File: config.mk
export PLATFORM = sky130hd
export DESIGN_NAME = fuse_burn_seq
export DESIGN_NICKNAME = d
export VERILOG_FILES = /design/src/rtl/fuse_burn_pkg.sv /design/src/rtl/fuse_burn_mask.sv /design/src/rtl/fuse_burn_tries.sv /design/src/rtl/fuse_burn_fsm.sv /design/src/rtl/fuse_burn_seq.sv
export SDC_FILE = /design/constraint.sdc
export NUM_CORES = 1
export LEC_CHECK = 0
export ABC_AREA = 0
export ABC_CLOCK_PERIOD_IN_PS = 1830
export BUFFER_PORTS_ARGS = -buffer_cell sky130_fd_sc_hd__buf_2
export CORE_ASPECT_RATIO = 0.5
export CORE_MARGIN = 1
export CORE_UTILIZATION = 25
export CTS_CLUSTER_DIAMETER = 120
export DETAILED_ROUTE_END_ITERATION = 12
export PLACE_DENSITY = 0.56
export REMOVE_ABC_BUFFERS = 1
export SLEW_MARGIN = 25
export SYNTH_ARGS = -nofsm -noshare
export SYNTH_HDL_FRONTEND = slang
export SYNTH_SLANG_ARGS = --single-unit
File: constraint.sdc
create_clock -name clk -period 1.83 [get_ports clk]
set_input_delay 0.4575 -clock clk [delete_from_list [all_inputs] [get_ports clk]]
set_output_delay 0.4575 -clock clk [all_outputs]
set_load 0.02 [all_outputs]
File: src/rtl/fuse_burn_pkg.sv
package fuse_burn_pkg;
   typedef enum logic [2:0] {
      ST_IDLE,
      ST_READ_INIT,
      ST_PROGRAM,
      ST_VERIFY_READ,
      ST_DONE_OK,
      ST_DONE_FAIL
   } seq_state_e;
endpackage

File: src/rtl/fuse_burn_mask.sv
// Holds the captured request value and the set of bits still to be burned.
module fuse_burn_mask #(
   parameter int DW = 32
) (
   input  logic          clk,
   input  logic          rst_n,
   input  logic          capture_i,
   input  logic [DW-1:0] value_i,
   input  logic          load_i,
   input  logic          update_i,
   input  logic [DW-1:0] rdata_i,
   output logic [DW-1:0] value_o,
   output logic [DW-1:0] mask_o,
   output logic          next_zero_o
);
   logic [DW-1:0] value_q;
   logic [DW-1:0] mask_q;
   logic [DW-1:0] mask_next;

   // Initial set comes from the request, later sets shrink from the pending one.
   always_comb begin
      if (load_i) mask_next = value_q & ~rdata_i;
      else        mask_next = mask_q  & ~rdata_i;
   end

   assign next_zero_o = (mask_next == '0);

   always_ff @(posedge clk) begin
      if (!rst_n) begin
         value_q <= '0;
         mask_q  <= '0;
      end else if (capture_i) begin
         value_q <= value_i;
         mask_q  <= '0;
      end else if (load_i || update_i) begin
         mask_q  <= mask_next;
      end
   end

   assign value_o = value_q;
   assign mask_o  = mask_q;
endmodule

File: src/rtl/fuse_burn_tries.sv
// Counts verification reads and flags the one that exhausts the budget.
module fuse_burn_tries #(
   parameter int MAX_RETRY = 3
) (
   input  logic clk,
   input  logic rst_n,
   input  logic clear_i,
   input  logic inc_i,
   output logic last_o
);
   localparam int CW = $clog2(MAX_RETRY + 2);
   localparam logic [CW-1:0] LIMIT = CW'(MAX_RETRY);

   logic [CW-1:0] cnt_q;

   always_ff @(posedge clk) begin
      if (!rst_n)                      cnt_q <= '0;
      else if (clear_i)                cnt_q <= '0;
      else if (inc_i && cnt_q <= LIMIT) cnt_q <= cnt_q + 1'b1;
   end

   // Incrementing from LIMIT makes the count exceed the budget.
   generate
      if (MAX_RETRY == 0) begin : g_single
         assign last_o = 1'b1;
      end else begin : g_multi
         assign last_o = (cnt_q >= LIMIT);
      end
   endgenerate
endmodule

File: src/rtl/fuse_burn_fsm.sv
// Sequencing of read, program and verify commands.
module fuse_burn_fsm
   import fuse_burn_pkg::*;
(
   input  logic       clk,
   input  logic       rst_n,
   input  logic       start_i,
   input  logic       ctl_done_i,
   input  logic       next_zero_i,
   input  logic       last_i,
   output seq_state_e state_o,
   output logic       capture_o,
   output logic       load_o,
   output logic       update_o
);
   seq_state_e state_q, state_d;

   assign capture_o = (state_q == ST_IDLE) && start_i;
   assign load_o    = (state_q == ST_READ_INIT) && ctl_done_i;
   assign update_o  = (state_q == ST_VERIFY_READ) && ctl_done_i;

   always_comb begin
      state_d = state_q;
      unique case (state_q)
         ST_IDLE:        if (start_i) state_d = ST_READ_INIT;
         ST_READ_INIT:   if (ctl_done_i) state_d = next_zero_i ? ST_DONE_OK : ST_PROGRAM;
         ST_PROGRAM:     if (ctl_done_i) state_d = ST_VERIFY_READ;
         ST_VERIFY_READ: begin
            if (ctl_done_i) begin
               if (next_zero_i) state_d = ST_DONE_OK;
               else if (last_i) state_d = ST_DONE_FAIL;
               else             state_d = ST_PROGRAM;
            end
         end
         ST_DONE_OK,
         ST_DONE_FAIL:   state_d = ST_IDLE;
         default:        state_d = ST_IDLE;
      endcase
   end

   always_ff @(posedge clk) begin
      if (!rst_n) state_q <= ST_IDLE;
      else        state_q <= state_d;
   end

   assign state_o = state_q;
endmodule

File: src/rtl/fuse_burn_seq.sv
module fuse_burn_seq
   import fuse_burn_pkg::*;
#(
   parameter int DW        = 32,
   parameter int AW        = 8,
   parameter int MAX_RETRY = 3
) (
   input  logic          clk,
   input  logic          rst_n,
   input  logic          start_i,
   input  logic [AW-1:0] addr_i,
   input  logic [DW-1:0] value_i,
   output logic          busy_o,
   output logic          done_o,
   output logic          pass_o,
   output logic          ctl_req_o,
   output logic          ctl_write_o,
   output logic [AW-1:0] ctl_addr_o,
   output logic [DW-1:0] ctl_wdata_o,
   input  logic          ctl_done_i,
   input  logic [DW-1:0] ctl_rdata_i
);
   generate
      if (DW < 1) begin : g_bad_dw
         $error("fuse_burn_seq: DW must be at least 1");
      end
      if (AW < 1) begin : g_bad_aw
         $error("fuse_burn_seq: AW must be at least 1");
      end
      if (MAX_RETRY < 0) begin : g_bad_retry
         $error("fuse_burn_seq: MAX_RETRY must not be negative");
      end
   endgenerate

   seq_state_e    state;
   logic          capture, load, update, next_zero, last;
   logic [DW-1:0] value_q;
   logic [DW-1:0] mask;
   logic [AW-1:0] addr_q;

   fuse_burn_fsm u_fsm (
      .clk         (clk),
      .rst_n       (rst_n),
      .start_i     (start_i),
      .ctl_done_i  (ctl_done_i),
      .next_zero_i (next_zero),
      .last_i      (last),
      .state_o     (state),
      .capture_o   (capture),
      .load_o      (load),
      .update_o    (update)
   );

   fuse_burn_mask #(.DW(DW)) u_mask (
      .clk         (clk),
      .rst_n       (rst_n),
      .capture_i   (capture),
      .value_i     (value_i),
      .load_i      (load),
      .update_i    (update),
      .rdata_i     (ctl_rdata_i),
      .value_o     (value_q),
      .mask_o      (mask),
      .next_zero_o (next_zero)
   );

   fuse_burn_tries #(.MAX_RETRY(MAX_RETRY)) u_tries (
      .clk     (clk),
      .rst_n   (rst_n),
      .clear_i (capture),
      .inc_i   (update),
      .last_o  (last)
   );

   always_ff @(posedge clk) begin
      if (!rst_n)       addr_q <= '0;
      else if (capture) addr_q <= addr_i;
   end

   assign busy_o      = (state != ST_IDLE);
   assign done_o      = (state == ST_DONE_OK) || (state == ST_DONE_FAIL);
   assign pass_o      = (state == ST_DONE_OK);
   assign ctl_req_o   = (state == ST_READ_INIT) || (state == ST_PROGRAM) ||
                        (state == ST_VERIFY_READ);
   assign ctl_write_o = (state == ST_PROGRAM);
   assign ctl_addr_o  = addr_q;
   assign ctl_wdata_o = (state == ST_PROGRAM) ? mask : '0;
endmodule

==> results of run 1 <==
[sequential cells by signal (all words and copies together), names as in the netlist]
name	flops
u_fsm.state_o	3
ctl_addr_o	8
u_mask.value_o	32
u_tries.cnt_q	3
u_mask.mask_o	32
[synthesized netlist by cell type (5+ instances only)]
cell type and count:
nand2_1 103, o22ai_1 6, nor2b_1 54, mux2i_1 6, nand3_1 5, o21ai_0 34, nand3b_1 8, inv_1 20
nand4_1 5, and2_1 34, nand2b_1 11, a21boi_0 23, a21boi_1 17, nor2_1 7, dfxtp_1 78, clkbuf_1 29
a21oi_1 33
[logic make-up (layout without fill, tap and decap cells)]
kind of cell / Yosys count / count (layout)
muxes: 7 / 7
other: 0 / 1
adders and majority gates: 2 / 2
xor gates and xnor gates: 1 / 1
DFF: 78 / 78
AOI/OAI and AO/OA: 128 / 128
and+or+nand+nor: 246 / 246
buffers and inverters: 53 / 196
[repair_timing]
action                     in CTS  in global routing
pin swaps                      27                  4
gates resized for setup       123                 11
buffers inserted                7                  2
gates cloned                    3                  0
setup endpoints to repair      37                 38
[layout make-up]
type                            count  area [um^2]
Timing Repair Buffer              160         1230
Antenna cell                        1         2.50
Tap cell                          204          255
Clock inverter                      3         90.1
Multi-Input combinational cell    384         2360
Clock buffer                       13          260
Inverter                           20         75.1
Fill cell                        1574         9660
Sequential cell                    78         1570
[stage by stage]
| stage | power, mW | hold slack (ns) |
|---|---|---|
| global placement | 2.55 | 0.440 |
| detailed placement | 2.56 | 0.442 |
| CTS | 4.73 | 0.350 |
| finish | 4.71 | 0.352 |
| floorplan | 2.20 | 0.430 |
| global route | 4.91 | 0.348 |
[cell usage in the layout (no fill, tap or decap), types with 6 or more instances in the layout]
cell type | synthesis | final
a21boi_0 | 23 | 23
a21boi_1 | 17 | 17
a21oi_1 | 33 | 33
and2_4 | 0 | 33
buf_2 | 2 | 85
buf_4 | 0 | 24
buf_6 | 1 | 45
clkbuf_16 | 0 | 9
dfxtp_1 | 78 | 75
inv_1 | 20 | 20
mux2i_1 | 6 | 6
nand2_1 | 103 | 103
nand2b_1 | 11 | 11
nand3b_1 | 8 | 8
nor2_1 | 7 | 6
nor2b_1 | 54 | 54
o21ai_0 | 34 | 34
o22ai_1 | 6 | 6
[metal layers]
| layer | part of all wire (%) | track usage (%) | vias up |
|---|---|---|---|
| met5 | 0 | 0 | - |
| met4 | 0.51 | 2.92 | 0 |
| met3 | 4.2 | 4.21 | 6 |
| met2 | 51 | 27.2 | 57 |
| met1 | 44 | 18.2 | 1878 |
| li1 | - | - | 2002 |
[worst max-delay path: stages (launching register included)]
cell and delay (ns):
dfxtp_2 0.32, buf_6 0.11, nor3b_4 0.23, buf_6 0.18, buf_8 0.15, and2_4 0.15, buf_6 0.11
[final timing paths]
kind	startpoint	cells after the start	slack [ns]	to
min reg2reg	u_mask.value_o[0]	2	0.45	u_mask.value_o[0]
max reg2reg	u_mask.value_o[16]	6	-0.08	u_fsm.state_o[1]
max	u_fsm.state_o[0]	6	-0.23	ctl_wdata_o[28]
min	value_i[6]	3	0.35	u_mask.value_o[6]
[power by group through the flow]
| stage | Clock [mW] | Combinational (mW) | Sequential [mW] |
|---|---|---|---|
| global placement | 0 | 0.692 | 1.86 |
| floorplan | 0 | 0.321 | 1.88 |
| CTS | 2.14 | 0.765 | 1.82 |
| finish | 2.10 | 0.784 | 1.82 |
| detailed placement | 0 | 0.704 | 1.86 |
| global route | 2.22 | 0.856 | 1.83 |
==> run summary, run 1 <==
Dpl ws: -0.314 ns
Clock transition at the registers of the reported paths: 0.06 ns
Fin. Hold Viols: 0
Critical Path RT: 1.37 ns
DRT iter0 DRCs: 167
Core box area: 15500 um^2
Switch Pwr: 1.17 mW
Critical path endpoint category: primary output
Cells after synthesis: 515
Routed Antenna Nets: 0
Max Cap Violations: 0
Seq/Total Area, Yosys: 39.1%
CTS tree: done
Setup TNS: -6.15 ns
Final #Nets: 731
Area leader, netlist: dfxtp_1
Initial core utilization: 25.8%
Clock root buffer master: clkbuf_16
CTS H-tree depth: 3
Max-slew violations: 0
Post-Syn Area per Cell: 7.75 um^2
Int Power: 3.53 mW
Area share of fa/ha/maj cells after synthesis: 0.627%
Synth Area in Simple Gates: 32.5%
Switching fraction of total power: 24.9%
Peak supply drop: 0.423 mV
Leakage: 2.39 nW
Largest net degree at the start of global routing: 36
Mux contribution to synthesized area: 1.79%
Crit path kind: reg -> out
Syn-to-layout area delta: 46.2%
Number of global-route vias before repair: 3838
Final Util: 37.7%
Combinational share of power: 16.7%
Mapped Area: 3990 um^2
Die height: 91.3 um
Post-synth EDFFs: 0
Via Count: 3943
Synth Flop Type: dfxtp_1
Compound-gate portion of the synthesized area: 20.5%
Fmax: 486 MHz
Worst Max-Slew Pin Slew: 0.472 ns
I/O Buffers: 120
Initial antenna violation count: 1
Io pins: 121
Share of the synthesized area in the top cell type: 39.1%
Failing checks: negative setup slack
Post-route insts no fill: 863
Pwr/cell area: 807 nW/um^2
Post-synth cell types: 46
Placed Cells: 835
Hold Path Class: in -> reg
Status: finished with violations
CTS Hold Bufs: 0
Post-Synth XOR/XNOR Area: 0.219%
Wirelength per Cell: 14.5 um
DRC violations left: 0
CTS sink count: 78
Worst Path Max Fanout: 8
Clk network pwr share: 44.6%
Final setup fails: 37
Layout cells sized above 1: 33.7%
CP arrival: 1.60 ns
PnR worst setup slack: -0.227 ns
Die Wd: 181 um
Number of CTS-inserted buffers: 9
Setup Skew: 0.00879 ns
Largest family of logic cells by synthesized area: simple AND/OR/NAND/NOR gates
Unrepaired setup endpoints after global routing: yes
Fin area: 5830 um^2
Bufs on Longest Clock Path: 2
Die ar.: 16500 um^2
Tcrit/Tclk final: 112%
Register share of total power: 38.7%
FP Rows: 32
Crit path time final: 2.06 ns
Yosys reg bits: 78
Ys async rst share: 0%
Top post-synthesis cells by area: dfxtp_1, nand2_1, nor2b_1
HPWL after DPL: 8820 um
Total track usage: 15.2%
Routed vias/inst: 4.57
Setup crit start kind: flop
Worst-skew pair later-pin latency: 0.34 ns
Placed cell area: 4970 um^2
DRT Pass-1 Iters: 5
Max-slew headroom: 67.7%
First-pass GRT wire length: 19500 um
Ys Warns: 0
Aggregate routed wire length: 12500 um
GRT overflow: 0
Placer Congestion: 0.790
Power figures use the tool's default switching activity.
==> run 2, diff against run 1 <==
REMOVE_ABC_BUFFERS = default   (was 1)
==> run 2 against run 1 <==
Clock-buffer cell count unchanged. Sequential share of layout area hardly changed. Wire length increased by 6.3%. Critical path depth is the same. The run still ends with negative setup slack left. Cell count increased by 0.46%. Setup slack worse by 0.018 ns. First-iteration DRC count rose by 24%. Highest routed layer unchanged. Largest power group unchanged. Register-to-register slack worse by 0.03 ns. Clock skew decreased by 0.0023 ns. Via count grew 0.74%. Clock power decreased by 4%. Fmax fell by 0.88%.
==> run summary, run 2 (synthesized netlist as in run 1, its figures left out) <==
Status: finished with violations
Failing checks: negative setup slack
Fin. Hold Viols: 0
Synthesized Nets: 593
Placer Congestion: 0.769
Max-slew violations: 0
Layout cells sized above 1: 34.2%
Syn-to-layout area delta: 46.5%
Antenna diode count: 0
Reg area: 1570 um^2
Multi-input logic area: 2350 um^2
Worst Max-Slew Pin Slew: 0.512 ns
DRC violations left: 0
CTS tree: done
Largest net degree at the start of global routing: 41
First-pass GRT wire length: 20300 um
Crit path kind: reg -> out
Worst-skew pair later-pin latency: 0.34 ns
Pwr Total: 4.62 mW
CP max stage cell: dfxtp_2
Number of fill cells: 1616
Unrepaired setup endpoints after global routing: yes
Worst Path Max Fanout: 8
Most frequent cells in the layout: nand2_1, buf_2, dfxtp_1, nor2b_1, buf_6
Worst Setup SP: u_fsm.state_o[0]
CP arrival: 1.62 ns
Initial core utilization: 25.8%
I/O Buffers: 120
Max-slew headroom: 65.0%
DRT iter0 DRCs: 207
Hold path start: addr_i[1]
Worst r2r src: u_fsm.state_o[2]
PnR worst setup slack: -0.245 ns
Final setup fails: 36
Final #Nets: 736
Number of CTS-inserted buffers: 9
Pwr/cell area: 791 nW/um^2
Clock transition at the registers of the reported paths: 0.06 ns
Bufs on Longest Clock Path: 2
Io pins: 121
Core box area: 15500 um^2
Wirelength per Cell: 15.3 um
GRT overflow: 0
Setup crit start kind: flop
Critical path endpoint category: primary output
Largest stage delay, worst path: 0.32 ns
Die Wd: 181 um
CTS H-tree depth: 3
Tcrit/Tclk final: 113%
Clock root buffer master: clkbuf_16
FP Rows: 32
Final Util: 37.7%
Setup Skew: 0.00645 ns
Initial antenna violation count: 1
Commonest non-fill, non-tap cell in the layout: nand2_1
Routed Antenna Nets: 0
Total track usage: 16.0%
Leakage: 2.41 nW
Aggregate routed wire length: 13300 um
Critical Path RT: 1.37 ns
Die ar.: 16500 um^2
Crit path top cell by count: buf_6
Crit path time final: 2.08 ns
DRT Pass-1 Iters: 4
Max Cap Violations: 0
CTS sink count: 78
Die height: 91.3 um
HPWL after DPL: 9250 um
Hold Path Class: in -> reg
Routed vias/inst: 4.58
Fmax: 482 MHz
Number of global-route vias before repair: 3798
CP Cell Sequence: buf_6 > nor3b_4 > buf_6 > clkbuf_16 > and2_4 > buf_6
Via Count: 3972
Peak supply drop: 0.527 mV
## run 2: area by class of cell
class,count,share of cell area [%]
Tap cell,204,4.36
Multi-Input combinational cell,384,40.2
Sequential cell,78,26.8
Clock buffer,13,4.62
Timing Repair Buffer,165,21.7
Inverter,20,1.28
Clock inverter,3,1.11
## run 2: repair_timing
item | in CTS | in global routing
endpoints found under the setup margin | 37 | 41
setup buffers | 4 | 5
cloned | 1 | 3
gates resized for setup | 81 | 42
hold buffers | 0 | 0
pin swaps | 5 | 13
## run 2: worst max-delay path: cells and delay by family (launching register included)
family | cells | cell delay (ns)
and+or+nand+nor | 2 | 0.39
DFF | 1 | 0.32
buffers and inverters | 4 | 0.56
## run 2: path summary, 6_finish.rpt
path | to | slack, ns | cells past startpoint
max reg2reg | u_fsm.state_o[0] | -0.11 | 6
max | ctl_wdata_o[31] | -0.25 | 6
min | ctl_addr_o[1] | 0.34 | 3
min reg2reg | u_mask.value_o[3] | 0.45 | 2
## run 2: per-stage QoR
step / worst slack, ns / cells / hold slack [ns] / instance area [um^2] / TNS (ns)
after global placement: -0.370 / 839 / 0.438 / 5020 / -0.993
after detailed placement: -0.417 / 839 / 0.445 / 5020 / -1.13
final: -0.245 / 867 / 0.345 / 5850 / -7.18
after floorplan: 0.000907 / 515 / 0.430 / 4000 / 0
after CTS: -0.223 / 860 / 0.341 / 5660 / -6.61
after global routing: -0.294 / 867 / 0.346 / 5850 / -9.53
## run 2: where the power goes
part,internal (mW),switching (mW),leakage (nW)
sequential,1.78,0.0491,0.637
clock,1.30,0.711,0.166
combinational,0.342,0.436,1.61
total,3.43,1.20,2.41
## run 2: per-layer routing
layer  wire length, um  up-vias  GRT usage, %
li1                  -     2011             -
met1              6120     1868          20.3
met2              6370       73          25.9
met3               614       20          4.81
met4               193        0          4.77
met5                 0        -             0
==> run 3, diff against run 2 <==
CTS_BUF_LIST = sky130_fd_sc_hd__clkbuf_16   (was default)
==> run 3 against run 2 <==
The run still ends with negative setup slack left. Register-to-register slack is essentially flat. Largest cell class unchanged. Cell area shrank 0.62%. Clock-buffer cell count shrank 4. Utilization shrank 0.23 points. Non-clock buffer count shrank 1.
==> run summary, run 3 (synthesized netlist as in run 1, its figures left out) <==
Status: finished with violations
Failing checks: negative setup slack
Multi-input logic area: 2340 um^2
Pwr Total: 4.49 mW
Final hold slack: 0.344 ns
Hold Crit Endpoint: ctl_addr_o[1]
Final #Nets: 735
R2R setup slack: -0.11 ns
Number of fill cells: 1616
Worst r2r src: u_fsm.state_o[2]
Placer Congestion: 0.769
Largest stage delay, worst path: 0.32 ns
Register share of total power: 40.7%
Via Count: 3994
Worst-skew pair later-pin latency: 0.34 ns
Hold path start: addr_i[1]
CP Cell Sequence: buf_6 > nor3b_4 > buf_6 > clkbuf_16 > and2_4 > buf_6
Peak supply drop: 0.529 mV
Setup crit start kind: flop
Aggregate routed wire length: 13300 um
PnR worst setup slack: -0.247 ns
Wirelength per Cell: 15.4 um
Total track usage: 15.9%
Routed vias/inst: 4.61
Layout cells sized above 1: 33.7%
Die height: 91.3 um
Unrepaired setup endpoints after global routing: yes
Critical path endpoint category: primary output
Initial core utilization: 25.8%
Reg2Reg Depth: 6
Switching fraction of total power: 26.7%
Clock transition at the registers of the reported paths: 0.06 ns
Final Util: 37.5%
Synthesized Nets: 593
CTS sink count: 78
Switch Pwr: 1.20 mW
Clock root buffer master: clkbuf_16
Hold depth: 3
Syn-to-layout area delta: 45.6%
Crit path top cell by count: buf_6
Die Wd: 181 um
Initial antenna violation count: 1
Fin. Hold Viols: 0
Critical Path RT: 1.37 ns
CP arrival: 1.62 ns
Most frequent cells in the layout: nand2_1, buf_2, dfxtp_1, nor2b_1, buf_6
DRT iter0 DRCs: 216
Crit path time final: 2.08 ns
GRT overflow: 0
Worst Max-Slew Pin Slew: 0.512 ns
Fmax: 482 MHz
CP max stage cell: dfxtp_2
Setup TNS: -7.30 ns
HPWL after DPL: 9250 um
Clk network pwr share: 42.0%
Reg area: 1570 um^2
Pwr/cell area: 773 nW/um^2
R2R Path End: u_fsm.state_o[0]
CTS tree: done
First-pass GRT wire length: 20200 um
Commonest non-fill, non-tap cell in the layout: nand2_1
Worst Setup SP: u_fsm.state_o[0]
Crit path kind: reg -> out
FP Rows: 32
Routed Antenna Nets: 0
CTS H-tree depth: 3
Number of global-route vias before repair: 3787
Hold Path Class: in -> reg
DRC violations left: 0
Worst Path Max Fanout: 8
Max Cap Violations: 0
Largest net degree at the start of global routing: 41
Max-slew headroom: 65.0%
Number of CTS-inserted buffers: 9
Io pins: 121
Combinational share of power: 17.3%
Leakage: 2.39 nW
Antenna diode count: 0
Tcrit/Tclk final: 113%
Int Power: 3.29 mW
DRT Pass-1 Iters: 5
Bufs on Longest Clock Path: 2
Final setup fails: 36
Setup Skew: 0.00595 ns
Die ar.: 16500 um^2
Max-slew violations: 0
Core box area: 15500 um^2
I/O Buffers: 120
-- run 3: cell type report --
type / instances / area share (%)
Timing Repair Buffer: 164 / 21.8
Inverter: 20 / 1.29
Sequential cell: 78 / 27.0
Clock inverter: 7 / 1.38
Multi-Input combinational cell: 384 / 40.3
Clock buffer: 9 / 3.88
Tap cell: 204 / 4.39
-- run 3: timing repair --
| item | CTS | global route |
|---|---|---|
| cloned | 1 | 3 |
| resized for setup | 81 | 43 |
| hold buffers | 0 | 0 |
| endpoints found under the hold margin | 0 | 0 |
| pin swaps | 5 | 16 |
| setup endpoints to repair | 37 | 41 |
| setup buffers | 4 | 4 |
-- run 3: through the flow --
stage | setup slack [ns] | area [um^2] | std cells
global placement | -0.370 | 5020 | 839
finish | -0.247 | 5810 | 866
floorplan | 0.000907 | 4000 | 515
CTS | -0.221 | 5630 | 860
global route | -0.291 | 5810 | 866
detailed placement | -0.417 | 5020 | 839
-- run 3: worst max-delay path, delay by kind of cell (launching register included) --
kind,cells,cell delay (ns)
buffers and inverters,4,0.56
AND/OR/NAND/NOR,2,0.39
flip-flops,1,0.32
-- run 3: worst max-delay path by stage --
stage / end / cells past startpoint / slack (ns)
after global routing: ctl_wdata_o[14] / 6 / -0.29
after CTS: ctl_wdata_o[11] / 6 / -0.22
after detailed placement: u_fsm.state_o[1] / 7 / -0.42
final: ctl_wdata_o[31] / 6 / -0.25
after global placement: u_fsm.state_o[1] / 8 / -0.37
after floorplan: u_fsm.state_o[1] / 7 / 0.0009
-- run 3: layer usage --
layer / track usage (%) / wire length [um]
met1: 20.2 / 6190
met2: 25.7 / 6300
met5: 0 / 0
met3: 4.81 / 658
met4: 4.77 / 187
-- run 3: power by group through the flow --
stage | Combinational [mW] | Sequential (mW) | Clock, mW
CTS | 0.743 | 1.83 | 1.91
global route | 0.849 | 1.84 | 1.99
detailed placement | 0.714 | 1.86 | 0
finish | 0.776 | 1.83 | 1.88
global placement | 0.707 | 1.86 | 0
floorplan | 0.377 | 1.87 | 0
